$ cat config.mk
export PLATFORM = sky130hd
export DESIGN_NAME = cmd_framer
export DESIGN_NICKNAME = d
export VERILOG_FILES = /design/src/rtl/cmd_framer.sv
export SDC_FILE = /design/constraint.sdc
export NUM_CORES = 1
export LEC_CHECK = 0
export BUFFER_PORTS_ARGS = -buffer_cell sky130_fd_sc_hd__buf_2
export CORE_AREA = 8 8 322 324
export CTS_CLUSTER_SIZE = 10
export DETAILED_ROUTE_END_ITERATION = 16
export DIE_AREA = 0 0 330 332
export GPL_TIMING_DRIVEN = 0
export PLACE_DENSITY = 0.63
export SLEW_MARGIN = 25
export SYNTH_ARGS = -nofsm -noshare
export SYNTH_HDL_FRONTEND = slang
export SYNTH_SLANG_ARGS = --single-unit
$ cat constraint.sdc
create_clock -name clk -period 3.3 [get_ports clk]
set_input_delay 0.66 -clock clk [delete_from_list [all_inputs] [get_ports clk]]
set_output_delay 0.66 -clock clk [all_outputs]
set_load 0.05 [all_outputs]
$ cat src/rtl/cmd_framer.sv
module cmd_framer #(
  parameter int DEPTH = 16
) (
  input  logic                clk,
  input  logic                rst,
  input  logic                in_valid,
  input  logic [31:0]         in_word,
  output logic                in_ready,
  output logic                pkt_valid,
  input  logic                pkt_ready,
  output logic [1:0]          pkt_class,
  output logic [4:0]          pkt_len,
  output logic [DEPTH*32-1:0] pkt_data,
  output logic [9:0]          fill_w,
  output logic [8:0]          fill_h,
  output logic                partial,
  output logic [4:0]          remain,
  output logic                overflow,
  output logic [255:0]        shadow_flat
);
  localparam int LW  = 5;
  localparam int IW  = $clog2(DEPTH);
  localparam int NSH = 8;

  function automatic logic [LW-1:0] op_len(input logic [7:0] op);
    case (op[7:5])
      3'd0: op_len = (op == 8'h02) ? LW'(3) : LW'(1);
      3'd1: case (op[4:2])
        3'd0: op_len = 4;  3'd1: op_len = 7;
        3'd2: op_len = 5;  3'd3: op_len = 9;
        3'd4: op_len = 6;  3'd5: op_len = 9;
        3'd6: op_len = 8;  default: op_len = 12;
      endcase
      3'd2: op_len = op[4] ? LW'(4) : LW'(3);
      3'd3: case ({op[4], op[3:2]})
        3'b000: op_len = 3;  3'b001: op_len = 4;
        3'b010: op_len = 2;  3'b011: op_len = 1;
        3'b100: op_len = 2;  3'b101: op_len = 3;
        3'b110: op_len = 2;  default: op_len = 3;
      endcase
      3'd4: op_len = 4;
      3'd7: op_len = 1;
      default: op_len = 3;
    endcase
  endfunction

  logic [31:0]   pbuf [DEPTH];
  logic [31:0]   shadow [NSH];
  logic [LW-1:0] cnt, need, skip;
  logic [1:0]    cls;
  logic          full;

  wire [7:0]    op_in  = in_word[31:24];
  wire [LW-1:0] len_in = op_len(op_in);
  wire [1:0]    cls_in = (op_in[7:5] == 3'd4) ? 2'd1 :
                         (op_in[7:5] == 3'd5 || op_in[7:5] == 3'd6) ? 2'd2 :
                         (op_in[7:5] == 3'd7) ? 2'd3 : 2'd0;
  wire          take   = in_valid && in_ready;

  assign in_ready  = !full;
  assign pkt_valid = full;
  assign pkt_class = cls;
  assign pkt_len   = need;
  assign partial   = (cnt != 0);
  assign remain    = partial ? need - cnt : '0;
  assign fill_w    = pbuf[2][9:0];
  assign fill_h    = pbuf[2][24:16];

  for (genvar i = 0; i < DEPTH; i++) begin : g_data
    assign pkt_data[i*32 +: 32] = pbuf[i];
  end
  for (genvar i = 0; i < NSH; i++) begin : g_sh
    assign shadow_flat[i*32 +: 32] = shadow[i];
  end

  always_ff @(posedge clk) begin
    if (rst) begin
      cnt <= '0; need <= '0; skip <= '0; cls <= '0;
      full <= 1'b0; overflow <= 1'b0;
      for (int i = 0; i < DEPTH; i++) pbuf[i] <= '0;
      for (int i = 0; i < NSH; i++) shadow[i] <= '0;
    end else begin
      if (full && pkt_ready) full <= 1'b0;
      if (take) begin
        if (skip != 0) begin
          skip <= skip - 1'b1;
        end else if (cnt == 0) begin
          if (op_in == 8'h1F) begin
          end else if (len_in > LW'(DEPTH)) begin
            overflow <= 1'b1;
            skip     <= len_in - 1'b1;
          end else begin
            pbuf[0] <= in_word;
            cls     <= cls_in;
            need    <= len_in;
            if (len_in == 1) full <= 1'b1;
            else cnt <= 1;
            if (op_in[7:4] == 4'hE) shadow[op_in[2:0]] <= in_word;
          end
        end else begin
          pbuf[cnt[IW-1:0]] <= in_word;
          if (cnt + 1'b1 == need) begin
            full <= 1'b1;
            cnt  <= '0;
          end else begin
            cnt <= cnt + 1'b1;
          end
        end
      end
    end
  end

  a_r9_hold: assert property (@(posedge clk) disable iff (rst)
    pkt_valid && !pkt_ready |=> pkt_valid && $stable(pkt_class) && $stable(pkt_len) && $stable(pkt_data));
  a_r8_sticky: assert property (@(posedge clk) disable iff (rst)
    overflow |=> overflow);
  a_r5_partial: assert property (@(posedge clk) disable iff (rst)
    partial |-> remain != 0 && !pkt_valid);
  a_r2_copy_len: assert property (@(posedge clk) disable iff (rst)
    pkt_valid && pkt_class == 2'd1 |-> pkt_len == 4);
  a_r3_image_len: assert property (@(posedge clk) disable iff (rst)
    pkt_valid && pkt_class == 2'd2 |-> pkt_len == 3);
  a_r4_env_len: assert property (@(posedge clk) disable iff (rst)
    pkt_valid && pkt_class == 2'd3 |-> pkt_len == 1);
  a_r6_anomaly: assert property (@(posedge clk) disable iff (rst)
    take && op_in == 8'h1F && cnt == 0 && skip == 0 |=> !pkt_valid && !partial && $stable(shadow_flat));
  a_r10_reset: assert property (@(posedge clk)
    rst |=> !pkt_valid && !partial && !overflow && shadow_flat == '0);
endmodule

Word level (Yosys, flattened, before mapping)
Memory sizes are Yosys's and may differ from the RTL's.
Index checks and enable logic that the tools add are counted.
W data, S select, Z words.
Word-level totals
  bits in registers: 19
  bits in writable memories: 768
  input bits: 36
  output and inout bits: 803
  logic and storage cells: 113
  memories: 2
Memory list
  pbuf: words 16, width 32, read ports 16, clocked after memory_dff 0, wr ports 16, RTL line 47  | logic [31:0] pbuf [DEPTH];
  shadow: words 8, width 32, read ports 8, clocked after memory_dff 0, wr ports 8, RTL line 48  | logic [31:0] shadow [NSH];
Operators by class
  $add $sub $neg: 4
  $lt $le $gt $ge: 1
  equal/unequal tests: 22
  multiplexer cells: 55
  bitwise logic cells: 4
  reductions and logical operators: 19
Operators with widths (count)
  $mux W32: 3
  $reduce_or A32 Y1: 2
  $mux W5: 10
  $pmux W4 S6: 2
  $mux W1: 32
  $eq A3 B3 Y1 const B: 7
  $reduce_and A5 Y1: 3
  $eq A3 B2 Y1 const B: 4
  $reduce_bool A5 Y1: 2
  $sub A5 B1 Y5 const B: 2
  $pmux W3 S3: 1
  $eq A8 B2 Y1 const B: 1
  $eq A8 B5 Y1 const B: 1
  $mux W2: 4
  $ne A2 B2 Y1 const B: 4
  $eq A3 B1 Y1 const B: 2
  $logic_not A3 Y1: 2
  $mux W3: 2
  $add A5 B1 Y5 const B: 1
  $eq A5 B1 Y1 const B: 1
  $eq A5 B5 Y1: 1
  $gt A5 B5 Y1 const B: 1
  $logic_not A5 Y1: 1
  $sub A5 B5 Y5: 1
  other kinds (11): 15

Longest topological paths before layout
  depth in word-level cells: 14
  mapped depth: 10
  gate-level depth less buffers: 7

Worst setup path before layout
No wires, ideal clock.
  path type: register to register
  from: register skip[0]
  to: memory pbuf[0][0], enable pin
  setup time: 428 ps
  arrival time: 2949 ps
  data required time: 2872 ps
  path slack: -77 ps
  stages on the path, launching flop included: 8
  path buffers: 1
  clock period less this slack: 3377 ps
  cells stage by stage: dfxtp_1 inv_1 ha_1 or4b_4 nor2_4 buf_8 nand3_1 o21bai_1
RTL lines
  from (decl): RTL line 49  | logic [LW-1:0] cnt, need, skip;
  from (signal assigned): RTL line 86  | skip <= skip - 1'b1;
  from (signal assigned): RTL line 91  | skip <= len_in - 1'b1;
  to (decl): RTL line 47

==> impl_metrics.yaml <==
setup_path:
  worstPathCellList: "inv_2 -> ha_4 -> nor4b_4 -> buf_4 -> nor3_4 -> buf_12 -> nand3b_4 -> buf_4 -> nor2_1 -> buf_2 -> or2_4 -> buf_12"
  cp.required_ns: 3.65
  endpoint_kind: "flip-flop"
  arrival_ns: 3.49
  max_stage_delay_ns: 0.45
  crit_fanout: 11
  crit_type: "reg -> reg"
  crit_start: "cnt[1]$_SDFFE_PP0P_"
  worstSetupStartpointType: "flip-flop"
  cpMaxStageDelayCell: "dfxtp_1"
  r2r_start: "cnt[1]$_SDFFE_PP0P_"
detailed_routing:
  routed-via-count: 20040
  m1WireLength_mm: 45.52
  vias_per_cell: 4.689
  drt_pass1_iterations: 6
  top_layer_used: "met4"
  dr_wl_met3_mm: 12.59
  drc: 0
  route.met2.wl_mm: 61.40
  wirelength_mm: 123.1
  ant_nets: 0
  drt_iter0_markers: 1673
  wl_per_cell_um: 28.81
power:
  p_leak_nw: 16.94
  ir_drop_mv: 0.6694
  power_w: 0.02542
  power_density_nw_per_um2: 632.1
final_layout:
  ff_latch_area_um2: 23400
  drive_gt1_share_pct: 39.03
  mostFrequentLayoutCells: "buf_2, edfxtp_1, and2_1"
  fillers: 9163
  area_growth_pct: 32.22
  final_common_cell: "buf_2"
  finalNonFillerCells: 4274
  multi_input_area_um2: 6380
  nets: 2986
synth:
  synth-seq-area-share_pct: 76.95
  synth_top_family_by_area: "simple AND/OR/NAND/NOR gates"
  syn_inst: 1919
  synth_xor_area_share_pct: 0.2880
  syn-cell-area_um2: 30410
  synth_simple_gate_area_share_pct: 18.02
  synth.distinct_cells: 74
  syn_avg_cell_area_um2: 15.85
  ys.flop_type: "edfxtp_1"
  synth.area.mux_share_pct: 0.1358
  ys_ff_latch: 785
  synth_warnings: 0
  synth_edf_count: 768
  synth_adder_area_share_pct: 0.4772
  ys_async_sr_fraction_pct: 0
  synth_compound_area_share_pct: 0.9751
global_route:
  overflow: 0
  grt_use_total_pct: 21.35
  grt_max_degree: 33
  antenna_found_initial: 19
  grt_first_pass_wirelength_mm: 162.6
  grt_pass1_vias: 19870
floorplanning:
  coreArea_um2: 98980
  die_w_um: 330
  die_y_um: 332
  row_count: 116
  start_util_pct: 30.72
  io_pins: 839
  die-area_um2: 109600
clocking:
  clock_sinks: 785
  clk_latency_ns: 0.69
  cts.path.max_buffers: 3
  cts_tree: "built"
  h-tree-depth: 3
  cts_root_buffer: "clkbuf_16"
  clkSlewWorstSetupHoldPaths_ns: 0.06
  numCtsBuffers: 92
job:
  max-cap-violations: 0
sta:
  rsz0062_at_grt: "false"
  worstMarginPinSlew_ns: 1.094
  maxSlewViolCount: 0
  setup_viol: 0
  fin_crit_ns: 3.141
  hold_viol: 0
  finalClockSkew_ns: 0.06530
  max-slew-margin-rel_pct: 27.05
  fin_crit_sh_pct: 95.18
  max_freq_ghz: 0.3184
hold_path:
  hp-class: "in -> reg"
  hp-start: "pkt_ready"
placed_design:
  gp_congestion: 0.8010
  portBuffers: 834
  hpwl_mm: 88.63
  dpl.cell_count: 4076
status:
  status: "completed"
[layer usage]
layer	vias up	GRT usage, %
met5	-	0
met4	0	6.055
met3	183	7.218
met2	1085	37.40
met1	10080	24.69
li1	8690	-
[worst max-delay path: cells and delay by family, from the launching register on]
family / cells / cell delay [ns]
flip-flops: 1 / 0.45
AND/OR/NAND/NOR: 5 / 1.00
buffers and inverters: 6 / 1.14
adder cells (fa/ha/maj): 1 / 0.20
[cell families (layout without fill, tap and decap cells)]
logic type      Yosys count  in the layout
fa+ha+maj                11             11
buf+inv                 200           1213
xor+xnor                 10             10
other cells               1             31
compound gates           41             41
flops                   785            785
mux                       4              4
simple gates            867            881
[path summary, 6_finish.rpt]
kind / endpoint / slack, ns / cells after the start
worst max register to register: pbuf[11][30]$_SDFFCE_PN0P_ / 0.16 / 12
worst min-delay path: pkt_valid$_SDFF_PP0_ / 0.34 / 3
worst min register to register: pkt_class[1]$_SDFFE_PP0P_ / 0.46 / 2
worst max-delay path: pbuf[11][30]$_SDFFCE_PN0P_ / 0.16 / 12
[repair_timing]
| action | in CTS | in global routing |
|---|---|---|
| gates cloned | 11 | 3 |
| endpoints found under the setup margin | 789 | 454 |
| pin swaps | 4 | 2 |
| hold buffers | 0 | 0 |
| resized for setup | 55 | 10 |
| buffers inserted | 40 | 14 |
[synthesized netlist by cell type (5+ instances only)]
library cell,number,area share (%)
edfxtp_1,768,76
and2_1,669,14
clkbuf_1,117,1.4
nor2_1,46,0.57
nor3_1,45,0.74
buf_4,26,0.64
or2_2,21,0.43
dfxtp_1,17,1.1
nor4_1,17,0.35
inv_1,16,0.20
clkbuf_2,15,0.25
buf_2,12,0.20
nand2_1,12,0.15
ha_1,10,0.41
a21oi_1,8,0.13
buf_6,8,0.30
nand2b_1,7,0.14
xor2_1,6,0.17
o31ai_1,5,0.12
[registers in the layout (all words and copies together), names as in the netlist]
signal     flops
cnt            5
pkt_len        4
shadow       256
pbuf         512
skip           5
pkt_class      2
pkt_valid      1
[through the flow]
stage | setup slack [ns] | hold WS [ns] | instance area, µm² | setup TNS [ns] | utilization [%]
after CTS | -0.03061 | 0.2944 | 39910 | -0.3455 | 40.32
final | 0.1590 | 0.3387 | 40210 | 0 | 40.62
after detailed placement | -0.8151 | 0.4512 | 36420 | -391.04 | 36.79
after global routing | 0.02038 | 0.3161 | 40190 | 0 | 40.61
after floorplan | 0.2793 | 0.4576 | 30490 | 0 | -
after global placement | -1.700 | 0.4453 | 36290 | -561.18 | 36.66
[final cells by class]
| cell class | instances | area share (%) |
|---|---|---|
| diodes | 9 | 0.05601 |
| plain buffers | 181 | 2.324 |
| clock buffers | 104 | 5.915 |
| clock inverters | 18 | 0.6597 |
| inverters | 18 | 0.1680 |
| multi-input cells | 969 | 15.87 |
| flip-flops and latches | 785 | 58.20 |
| well taps | 1298 | 4.039 |
| repair buffers | 892 | 12.77 |
[where the power goes]
| part | leakage, nW | internal [W] | switching, W |
|---|---|---|---|
| logic | 7.61 | 0.00101 | 0.00345 |
| registers | 8.07 | 0.0115 | 0.000214 |
| clock network | 1.27 | 0.00519 | 0.00407 |
| total | 16.9 | 0.0177 | 0.00773 |
Note: power is estimated with default switching activity, not from simulation.
